[src/rtl/pwm_tb_pkg.sv]
// Shared types and control-word field positions for the PWM time base.
// Assumes: control word layout is fixed; widths of data come from module parameters.
package pwm_tb_pkg;

    // Count modes held in control bits 1:0
    typedef enum logic [1:0] {
        MODE_UP   = 2'b00,
        MODE_DOWN = 2'b01,
        MODE_UPDN = 2'b10,
        MODE_HOLD = 2'b11
    } cnt_mode_e;

    // Write-port targets
    typedef enum logic [1:0] {
        SEL_CTRL  = 2'd0,
        SEL_PRD   = 2'd1,
        SEL_CMP_A = 2'd2,
        SEL_CMP_B = 2'd3
    } wr_target_e;

    // Control-word field positions
    localparam int MODE_LSB    = 0;
    localparam int PRD_LD_BIT  = 3;
    localparam int FAST_LSB    = 7;
    localparam int COARSE_LSB  = 10;

endpackage

[src/rtl/pwm_tb_regs.sv]
// Configuration registers: control fields, shadow and active period, compare values.
// Assumes: one write per clock; zero_evt is the counter's "moved to zero" event.
module pwm_tb_regs
    import pwm_tb_pkg::*;
#(
    parameter int W      = 16,
    parameter int CODE_W = 3,
    parameter int NCH    = 2
) (
    input  logic                      clk,
    input  logic                      rst_n,
    input  logic                      wr_en,
    input  logic [1:0]                wr_sel,
    input  logic [W-1:0]              wr_data,
    input  logic                      zero_evt,
    output cnt_mode_e                 mode_q,
    output logic                      prd_direct,
    output logic [CODE_W-1:0]         fast_code,
    output logic [CODE_W-1:0]         coarse_code,
    output logic [W-1:0]              prd_act,
    output logic [NCH-1:0][W-1:0]     cmp_vals,
    output logic                      ctrl_wr
);

    logic [W-1:0] prd_shadow;
    logic         wr_ctrl, wr_prd;

    // Decode write targets
    always_comb begin
        wr_ctrl = wr_en && (wr_target_e'(wr_sel) == SEL_CTRL);
        wr_prd  = wr_en && (wr_target_e'(wr_sel) == SEL_PRD);
    end

    assign ctrl_wr = wr_ctrl;

    // Control fields
    always_ff @(posedge clk) begin
        if (!rst_n) begin
            mode_q      <= MODE_UP;
            prd_direct  <= 1'b0;
            fast_code   <= '0;
            coarse_code <= '0;
        end else if (wr_ctrl) begin
            mode_q      <= cnt_mode_e'(wr_data[MODE_LSB +: 2]);
            prd_direct  <= wr_data[PRD_LD_BIT];
            fast_code   <= wr_data[FAST_LSB +: CODE_W];
            coarse_code <= wr_data[COARSE_LSB +: CODE_W];
        end
    end

    // Shadow period always takes the last written value
    always_ff @(posedge clk) begin
        if (!rst_n) begin
            prd_shadow <= '0;
        end else if (wr_prd) begin
            prd_shadow <= wr_data;
        end
    end

    // Active period: direct write wins, else shadow copy on a zero event in shadow mode
    always_ff @(posedge clk) begin
        if (!rst_n) begin
            prd_act <= '0;
        end else if (wr_prd && prd_direct) begin
            prd_act <= wr_data;
        end else if (zero_evt && !prd_direct) begin
            prd_act <= prd_shadow;
        end
    end

    // One compare register per channel, select = SEL_CMP_A + channel
    for (genvar ch = 0; ch < NCH; ch++) begin : g_cmp
        localparam logic [1:0] MY_SEL = 2'(int'(SEL_CMP_A) + ch);
        // Store compare value for this channel
        always_ff @(posedge clk) begin
            if (!rst_n) begin
                cmp_vals[ch] <= '0;
            end else if (wr_en && wr_sel == MY_SEL) begin
                cmp_vals[ch] <= wr_data;
            end
        end
    end

endmodule

[src/rtl/pwm_tb_prescale.sv]
// Two-stage tick prescaler: fast stage divides by 1 or 2h, coarse stage by 2^c.
// Assumes: codes are stable between control writes; restart pulses on each control write.
module pwm_tb_prescale #(
    parameter int CODE_W = 3
) (
    input  logic              clk,
    input  logic              rst_n,
    input  logic              restart,
    input  logic [CODE_W-1:0] fast_code,
    input  logic [CODE_W-1:0] coarse_code,
    output logic              tick
);

    localparam int FW = CODE_W + 1;
    localparam int CW = (1 << CODE_W) - 1;

    logic [FW-1:0] fast_cnt, fast_top;
    logic [CW-1:0] coarse_cnt, coarse_top;
    logic          fast_wrap, coarse_wrap;

    // Terminal counts of both stages
    always_comb begin
        fast_top    = (fast_code == '0) ? '0 : ({fast_code, 1'b0} - FW'(1));
        coarse_top  = (CW'(1) << coarse_code) - CW'(1);
        fast_wrap   = (fast_cnt >= fast_top);
        coarse_wrap = (coarse_cnt >= coarse_top);
        tick        = fast_wrap && coarse_wrap;
    end

    // Fast stage counter
    always_ff @(posedge clk) begin
        if (!rst_n || restart) begin
            fast_cnt <= '0;
        end else if (fast_wrap) begin
            fast_cnt <= '0;
        end else begin
            fast_cnt <= fast_cnt + FW'(1);
        end
    end

    // Coarse stage counter, advanced by fast-stage wraps
    always_ff @(posedge clk) begin
        if (!rst_n || restart) begin
            coarse_cnt <= '0;
        end else if (fast_wrap) begin
            if (coarse_wrap) begin
                coarse_cnt <= '0;
            end else begin
                coarse_cnt <= coarse_cnt + CW'(1);
            end
        end
    end

endmodule

[src/rtl/pwm_tb_counter.sv]
// Time-base counter: up, down, up-down and hold modes against the active period.
// Assumes: tick is a one-clock enable; period may change at any clock.
module pwm_tb_counter
    import pwm_tb_pkg::*;
#(
    parameter int W = 16
) (
    input  logic         clk,
    input  logic         rst_n,
    input  logic         tick,
    input  cnt_mode_e    mode,
    input  logic [W-1:0] prd,
    output logic [W-1:0] cnt,
    output logic [W-1:0] cnt_next,
    output logic         step_up,
    output logic         moving,
    output logic         zero_evt
);

    logic dir_up, dir_next;

    // Next-state selection per mode
    always_comb begin
        cnt_next = cnt;
        step_up  = 1'b0;
        dir_next = dir_up;
        unique case (mode)
            MODE_UP: begin
                dir_next = 1'b1;
                if (cnt >= prd) begin
                    cnt_next = '0;
                end else begin
                    cnt_next = cnt + W'(1);
                    step_up  = 1'b1;
                end
            end
            MODE_DOWN: begin
                dir_next = 1'b0;
                cnt_next = (cnt == '0) ? prd : cnt - W'(1);
            end
            MODE_UPDN: begin
                if (dir_up) begin
                    if (cnt >= prd) begin
                        cnt_next = (cnt == '0) ? '0 : cnt - W'(1);
                        dir_next = 1'b0;
                    end else begin
                        cnt_next = cnt + W'(1);
                        step_up  = 1'b1;
                    end
                end else begin
                    if (cnt == '0) begin
                        cnt_next = (prd == '0) ? '0 : W'(1);
                        step_up  = (prd != '0);
                        dir_next = 1'b1;
                    end else begin
                        cnt_next = cnt - W'(1);
                    end
                end
            end
            default: begin
                cnt_next = cnt;
            end
        endcase
        moving   = tick && (mode != MODE_HOLD);
        zero_evt = moving && (cnt_next == '0);
    end

    // Counter and direction registers
    always_ff @(posedge clk) begin
        if (!rst_n) begin
            cnt    <= '0;
            dir_up <= 1'b1;
        end else if (moving) begin
            cnt    <= cnt_next;
            dir_up <= dir_next;
        end
    end

endmodule

[src/rtl/pwm_tb_events.sv]
// Event strobes: tick echo, zero, period and per-channel compare-up, all one clock wide.
// Assumes: cnt_next/step_up/moving come from the counter in the same cycle.
module pwm_tb_events #(
    parameter int W   = 16,
    parameter int NCH = 2
) (
    input  logic                  clk,
    input  logic                  rst_n,
    input  logic                  tick,
    input  logic                  moving,
    input  logic                  step_up,
    input  logic [W-1:0]          cnt_next,
    input  logic [W-1:0]          prd,
    input  logic [NCH-1:0][W-1:0] cmp_vals,
    output logic                  step,
    output logic                  at_zero,
    output logic                  at_period,
    output logic [NCH-1:0]        cmp_hit
);

    // Zero, period and tick echo
    always_ff @(posedge clk) begin
        if (!rst_n) begin
            step      <= 1'b0;
            at_zero   <= 1'b0;
            at_period <= 1'b0;
        end else begin
            step      <= tick;
            at_zero   <= moving && (cnt_next == '0);
            at_period <= moving && (cnt_next == prd);
        end
    end

    for (genvar ch = 0; ch < NCH; ch++) begin : g_hit
        // Compare-up strobe for this channel
        always_ff @(posedge clk) begin
            if (!rst_n) begin
                cmp_hit[ch] <= 1'b0;
            end else begin
                cmp_hit[ch] <= moving && step_up && (cnt_next == cmp_vals[ch]);
            end
        end
    end

endmodule

[src/rtl/pwm_timebase.sv]
// Top of the PWM time base: registers, prescaler, counter and event strobes.
// Assumes: synchronous active-low reset; single write strobe with select.
module pwm_timebase
    import pwm_tb_pkg::*;
#(
    parameter int W      = 16,
    parameter int CODE_W = 3,
    parameter int NCH    = 2
) (
    input  logic           clk,
    input  logic           rst_n,
    input  logic           wr_en,
    input  logic [1:0]     wr_sel,
    input  logic [W-1:0]   wr_data,
    output logic [W-1:0]   count,
    output logic           step,
    output logic           at_zero,
    output logic           at_period,
    output logic [NCH-1:0] cmp_hit
);

    cnt_mode_e             mode_q;
    logic                  prd_direct;
    logic [CODE_W-1:0]     fast_code, coarse_code;
    logic [W-1:0]          prd_act;
    logic [NCH-1:0][W-1:0] cmp_vals;
    logic                  ctrl_wr, tick;
    logic [W-1:0]          cnt_next;
    logic                  step_up, moving, zero_evt;

    pwm_tb_regs #(.W(W), .CODE_W(CODE_W), .NCH(NCH)) u_regs (
        .clk         (clk),
        .rst_n       (rst_n),
        .wr_en       (wr_en),
        .wr_sel      (wr_sel),
        .wr_data     (wr_data),
        .zero_evt    (zero_evt),
        .mode_q      (mode_q),
        .prd_direct  (prd_direct),
        .fast_code   (fast_code),
        .coarse_code (coarse_code),
        .prd_act     (prd_act),
        .cmp_vals    (cmp_vals),
        .ctrl_wr     (ctrl_wr)
    );

    pwm_tb_prescale #(.CODE_W(CODE_W)) u_pre (
        .clk         (clk),
        .rst_n       (rst_n),
        .restart     (ctrl_wr),
        .fast_code   (fast_code),
        .coarse_code (coarse_code),
        .tick        (tick)
    );

    pwm_tb_counter #(.W(W)) u_cnt (
        .clk      (clk),
        .rst_n    (rst_n),
        .tick     (tick),
        .mode     (mode_q),
        .prd      (prd_act),
        .cnt      (count),
        .cnt_next (cnt_next),
        .step_up  (step_up),
        .moving   (moving),
        .zero_evt (zero_evt)
    );

    pwm_tb_events #(.W(W), .NCH(NCH)) u_evt (
        .clk       (clk),
        .rst_n     (rst_n),
        .tick      (tick),
        .moving    (moving),
        .step_up   (step_up),
        .cnt_next  (cnt_next),
        .prd       (prd_act),
        .cmp_vals  (cmp_vals),
        .step      (step),
        .at_zero   (at_zero),
        .at_period (at_period),
        .cmp_hit   (cmp_hit)
    );

endmodule

[config.mk]
export PLATFORM = sky130hd
export DESIGN_NAME = pwm_timebase
export DESIGN_NICKNAME = d
export VERILOG_FILES = /design/src/rtl/pwm_tb_pkg.sv /design/src/rtl/pwm_tb_regs.sv /design/src/rtl/pwm_tb_prescale.sv /design/src/rtl/pwm_tb_counter.sv /design/src/rtl/pwm_tb_events.sv /design/src/rtl/pwm_timebase.sv
export SDC_FILE = /design/constraint.sdc
export NUM_CORES = 1
export LEC_CHECK = 0
export BUFFER_PORTS_ARGS = -buffer_cell sky130_fd_sc_hd__buf_4
export CAP_MARGIN = 20
export CORE_MARGIN = 1.5
export CORE_UTILIZATION = 50
export CTS_BUF_LIST = sky130_fd_sc_hd__clkbuf_8
export CTS_CLUSTER_DIAMETER = 60
export DETAILED_ROUTE_END_ITERATION = 10
export GPL_TIMING_DRIVEN = 1
export PLACE_DENSITY = 0.7
export SYNTH_ARGS = -nofsm -noshare
export SYNTH_HDL_FRONTEND = slang
export SYNTH_SLANG_ARGS = --single-unit
export TNS_END_PERCENT = 10
[constraint.sdc]
create_clock -name clk -period 3.6 [get_ports clk]
set_clock_uncertainty 0.1 [all_clocks]
set_input_delay 0.36 -clock clk [delete_from_list [all_inputs] [get_ports clk]]
set_output_delay 0.36 -clock clk [all_outputs]
set_load 0.05 [all_outputs]
==> results_tabular.tex <==
\begin{tabular}{lr}
\hline
Metric & Value \\
\hline
\multicolumn{2}{l}{\textbf{Pwr}} \\
Combinational share of power & 0.655 \\
Net Switching & 0.002969 W \\
PD cells & 728.3 nW/um2 \\
Power after layout & 0.006579 W \\
Clock Power Share & 0.136 \\
Static Leak & 3.570 nW \\
Sequential cell fraction of total power & 0.209 \\
Internal portion of total power & 0.003610 W \\
Switching fraction of total power & 0.4513 \\
Largest voltage drop on the vdd net & 317.0 uV \\
\multicolumn{2}{l}{\textbf{Logic synthesis}} \\
Post-synthesis sequential element count & 106 \\
Most used DFF post-synth & dfxtp\_1 \\
Biggest area contributors in the synthesized netlist & dfxtp\_1 30\%, nand2\_1 7.5\%, a21oi\_1 6.4\% \\
Total number of yosys warnings & 0 \\
Mean instance size in the synthesized netlist & 7.550 um2 \\
Gate Count Post-Synth & 945 \\
Count of unique library cells instantiated by Yosys & 75 \\
Synthesized area & 7134 um2 \\
Share of synthesized flip-flops with an asynchronous set or reset & 0 \\
Fraction of the yosys area taken by sequential cells & 0.2974 \\
Post-synthesis net count & 1000 \\
Number of enable-type register cells in the synthesized netlist & 0 \\
Largest area contributor in the synthesized netlist & dfxtp\_1 \\
Area share of the leading cell type in the synthesized netlist & 0.2974 \\
\multicolumn{2}{l}{\textbf{Die}} \\
Width of the die & 122.5 um \\
Initial Utilization & 0.5140 \\
Number of cell rows & 43 \\
DIE AREA & 14990 um2 \\
Die extent in y & 122.5 um \\
Num ports & 42 \\
Floorplan core area & 13880 um2 \\
\multicolumn{2}{l}{\textbf{Global routing}} \\
Via count of the first global-routing pass & 6866 \\
Leftover overflow at the end of global routing & 0 \\
Maximum number of pins on one net before global-route repair & 63 \\
Number of antenna violations at the first check in global routing & 0 \\
Global-route wire length before repair & 37310 um \\
GRT Overall Usage & 0.3240 \\
\multicolumn{2}{l}{\textbf{STA}} \\
Post-route fraction of the period consumed by the critical path & 1.017 \\
Hold Worst Slack & 0.1321 ns \\
Maximum clock frequency & 273.0 MHz \\
Total setup violations reported at the end of the flow & 7 \\
Endpoints failing hold & 0 \\
Final Max Tran Viols & 0 \\
Min setup slack post-route & -0.06247 ns \\
Tightest slew margin relative to the limit & 0.5434 \\
Worst slew pin tran & 0.6829 ns \\
RSZ-0062 raised after global routing & true \\
Minimum clock period after layout & 3.662 ns \\
\multicolumn{2}{l}{\textbf{Cells and area}} \\
Fillcell total & 1237 \\
Antenna fix cells & 0 \\
Area used by multi-input combinational logic & 4873 um2 \\
Layout net count & 1118 \\
Area Overhead vs Synth & 26.62\% \\
Combined flip-flop and latch cell area & 2146 um2 \\
Layout cells sized above 1 & 0.2575 \\
\multicolumn{2}{l}{\textbf{Setup path}} \\
Crit path max-delay cell type & or3\_4 \\
Required arrival time at the worst endpoint & 3.81 ns \\
CP bufs+invs & 4 \\
Critical path start-end classification & reg -> reg \\
Delay of the slowest cell on the worst path & 0.40 ns \\
CP Launch Type & register \\
Worst Path Max Fanout & 6 \\
Cell breakdown of the critical path & or3\_4, ha\_4, nor3\_2, a21o\_1, a21oi\_1, ha\_1, buf\_4, a2111oi\_4, o21ai\_2, nand4\_1, buf\_6, a2111oi\_4, nand4\_1, nor4\_4, buf\_6, clkbuf\_16, a311o\_1, a31oi\_1 \\
Category of the worst setup path capture point & register \\
R2R Setup Slk & -0.06 ns \\
Dominant delay contributor by cell family on the critical path & compound AO/OA/AOI/OAI gates \\
Critical path data arrival time & 3.87 ns \\
\multicolumn{2}{l}{\textbf{Clocking}} \\
Root Buffer & clkbuf\_8 \\
Total number of H-tree levels & 3 \\
Clock tree buffer depth & 2 \\
Total number of clock tree sinks & 106 \\
Clock tree from TritonCTS & yes \\
Register clock-pin slew on the reported worst setup and hold paths & 0.11 ns \\
CTS Buf Count & 9 \\
Post-CTS Hold Buffers & 0 \\
Clk\_lat worst skew & 0.40 ns \\
\multicolumn{2}{l}{\textbf{Route}} \\
Routed length per instance & 19.30 um \\
Iteration count of the initial detailed-routing pass & 5 \\
Overall via count from detail\_route & 7510 \\
Total wire length & 24080 um \\
Post-route DRC & 0 \\
Violation count after the first detailed-route iteration & 653 \\
Post-route ant nets & 0 \\
Drt via density & 6.018 \\
\multicolumn{2}{l}{\textbf{Run status}} \\
Outcome & finished, violations left \\
Violated checks & negative setup slack \\
\multicolumn{2}{l}{\textbf{Hold path}} \\
Worst hold path type & in -> reg \\
\multicolumn{2}{l}{\textbf{Placed design}} \\
Setup slack after placement & -0.2093 ns \\
Detailed placement HPWL & 17870 um \\
Count of buffers from port buffering & 41 \\
Gp weighted congestion & 0.9734 \\
\multicolumn{2}{l}{\textbf{Run}} \\
Maxcap violations & 0 \\
\hline
\end{tabular}
[tightest hold or removal path, stage by stage]
cell and delay (ns):
buf_4 0.13, nand2_1 0.05, a21oi_1 0.05
[repair_timing]
item	CTS	global route
gates resized for setup	18	30
cloned	2	1
pin swaps	8	19
setup buffers	4	4
endpoints found under the setup margin	19	20
[final timing paths]
check,from,end,cells after the start
worst max-delay path,u_regs.coarse_code[2],u_regs.prd_act[5],18
worst min-delay path,wr_data[4],u_regs.cmp_vals[4],3
worst max register to register,u_regs.coarse_code[2],u_regs.prd_act[5],18
worst min register to register,u_regs.prd_shadow[7],u_regs.prd_shadow[7],2
[flip-flops by register name, summed over array words and instances, names as in the netlist, 2 cells and up]
signal and cells:
u_regs.mode_q 2, u_regs.fast_code 3, u_regs.cmp_vals 32, u_evt.cmp_hit 2
u_cnt.cnt 16, u_regs.prd_shadow 16, u_pre.coarse_cnt 7, u_pre.fast_cnt 4
u_regs.prd_act 16, u_regs.coarse_code 3
[placed cells by master, fill, tap and decap left out, types with 18 or more instances in the layout]
master	Yosys	final
buf_4	3	162
nand2_1	142	141
dfxtp_1	106	91
a21oi_1	91	86
nor2_1	77	75
o21ai_0	55	50
xnor2_1	48	47
inv_1	36	34
ha_1	34	31
xor2_1	28	28
nor3_1	28	23
nand3_1	18	18
[final cells by class]
type	count	share of cell area
Multi-Input combinational cell	737	0.5395
Timing Repair Buffer	173	0.1565
Inverter	36	0.01551
Clock buffer	10	0.01524
Clock inverter	6	0.01080
Tap cell	180	0.02493
Sequential cell	106	0.2375
[stage by stage]
| stage | instances | area [um2] | utilization | TNS (ns) |
|---|---|---|---|---|
| finish | 1248 | 9034 | 0.6508 | -0.1814 |
| CTS | 1243 | 8837 | 0.6367 | -0.001826 |
| floorplan | 945 | 7236 | - | -0.2785 |
| detailed placement | 1221 | 8449 | 0.6087 | -2.873 |
| global route | 1248 | 9034 | 0.6508 | -3.494 |
| global placement | 1221 | 8449 | 0.6087 | -2.139 |
[power by group through the flow]
stage                     clock (W)  sequential (W)  combinational, W
after CTS                  0.000904         0.00137           0.00407
after floorplan                   0         0.00151           0.00222
final                      0.000896         0.00137           0.00431
after global placement            0         0.00139           0.00381
after detailed placement          0         0.00139           0.00382
after global routing       0.000948         0.00138           0.00461
[layer usage]
layer | part of all wire | vias to the layer above | track usage | wire [um]
met3 | 0.075 | 72 | 0.05251 | 1796
met1 | 0.42 | 3475 | 0.4312 | 10080
li1 | - | 3601 | - | -
met2 | 0.47 | 362 | 0.5192 | 11220
met5 | 0 | - | 0 | 0
met4 | 0.041 | 0 | 0.1395 | 983
[cell families (layout without fill, tap and decap cells)]
| logic type | count (synthesis) | count (layout) | share of synthesized area |
|---|---|---|---|
| buffers and inverters | 102 | 225 | 0.05735 |
| flip-flops | 106 | 106 | 0.2974 |
| AND/OR/NAND/NOR | 363 | 363 | 0.2494 |
| multiplexers | 12 | 12 | 0.01719 |
| adder cells (fa/ha/maj) | 34 | 34 | 0.05963 |
| AO/OA/AOI/OAI | 252 | 252 | 0.2257 |
| XOR/XNOR | 76 | 76 | 0.09330 |
[synth_stat cells (all sizes together) (3+ instances only)]
cell type  instances
mux2i             10
ha                34
a21oi             91
a31oi              9
o41ai              4
nand4             16
nor3b              4
o31ai              4
nor2              77
a22oi              5
o2111ai            3
o211a              3
nor4              15
nand2b             6
o311ai             4
xor2              28
buf               15
or2                5
a41oi             10
clkbuf            51
o21ai             60
and4               9
nand2            142
a31o              11
and2               5
inv               36
nand3             19
a311oi             4
dfxtp            106
or4                4
nor3              29
or3               10
o31a               4
a211oi             7
o22ai              8
a21o               5
xnor2             48
and3              12
Power figures use the tool's default switching activity.
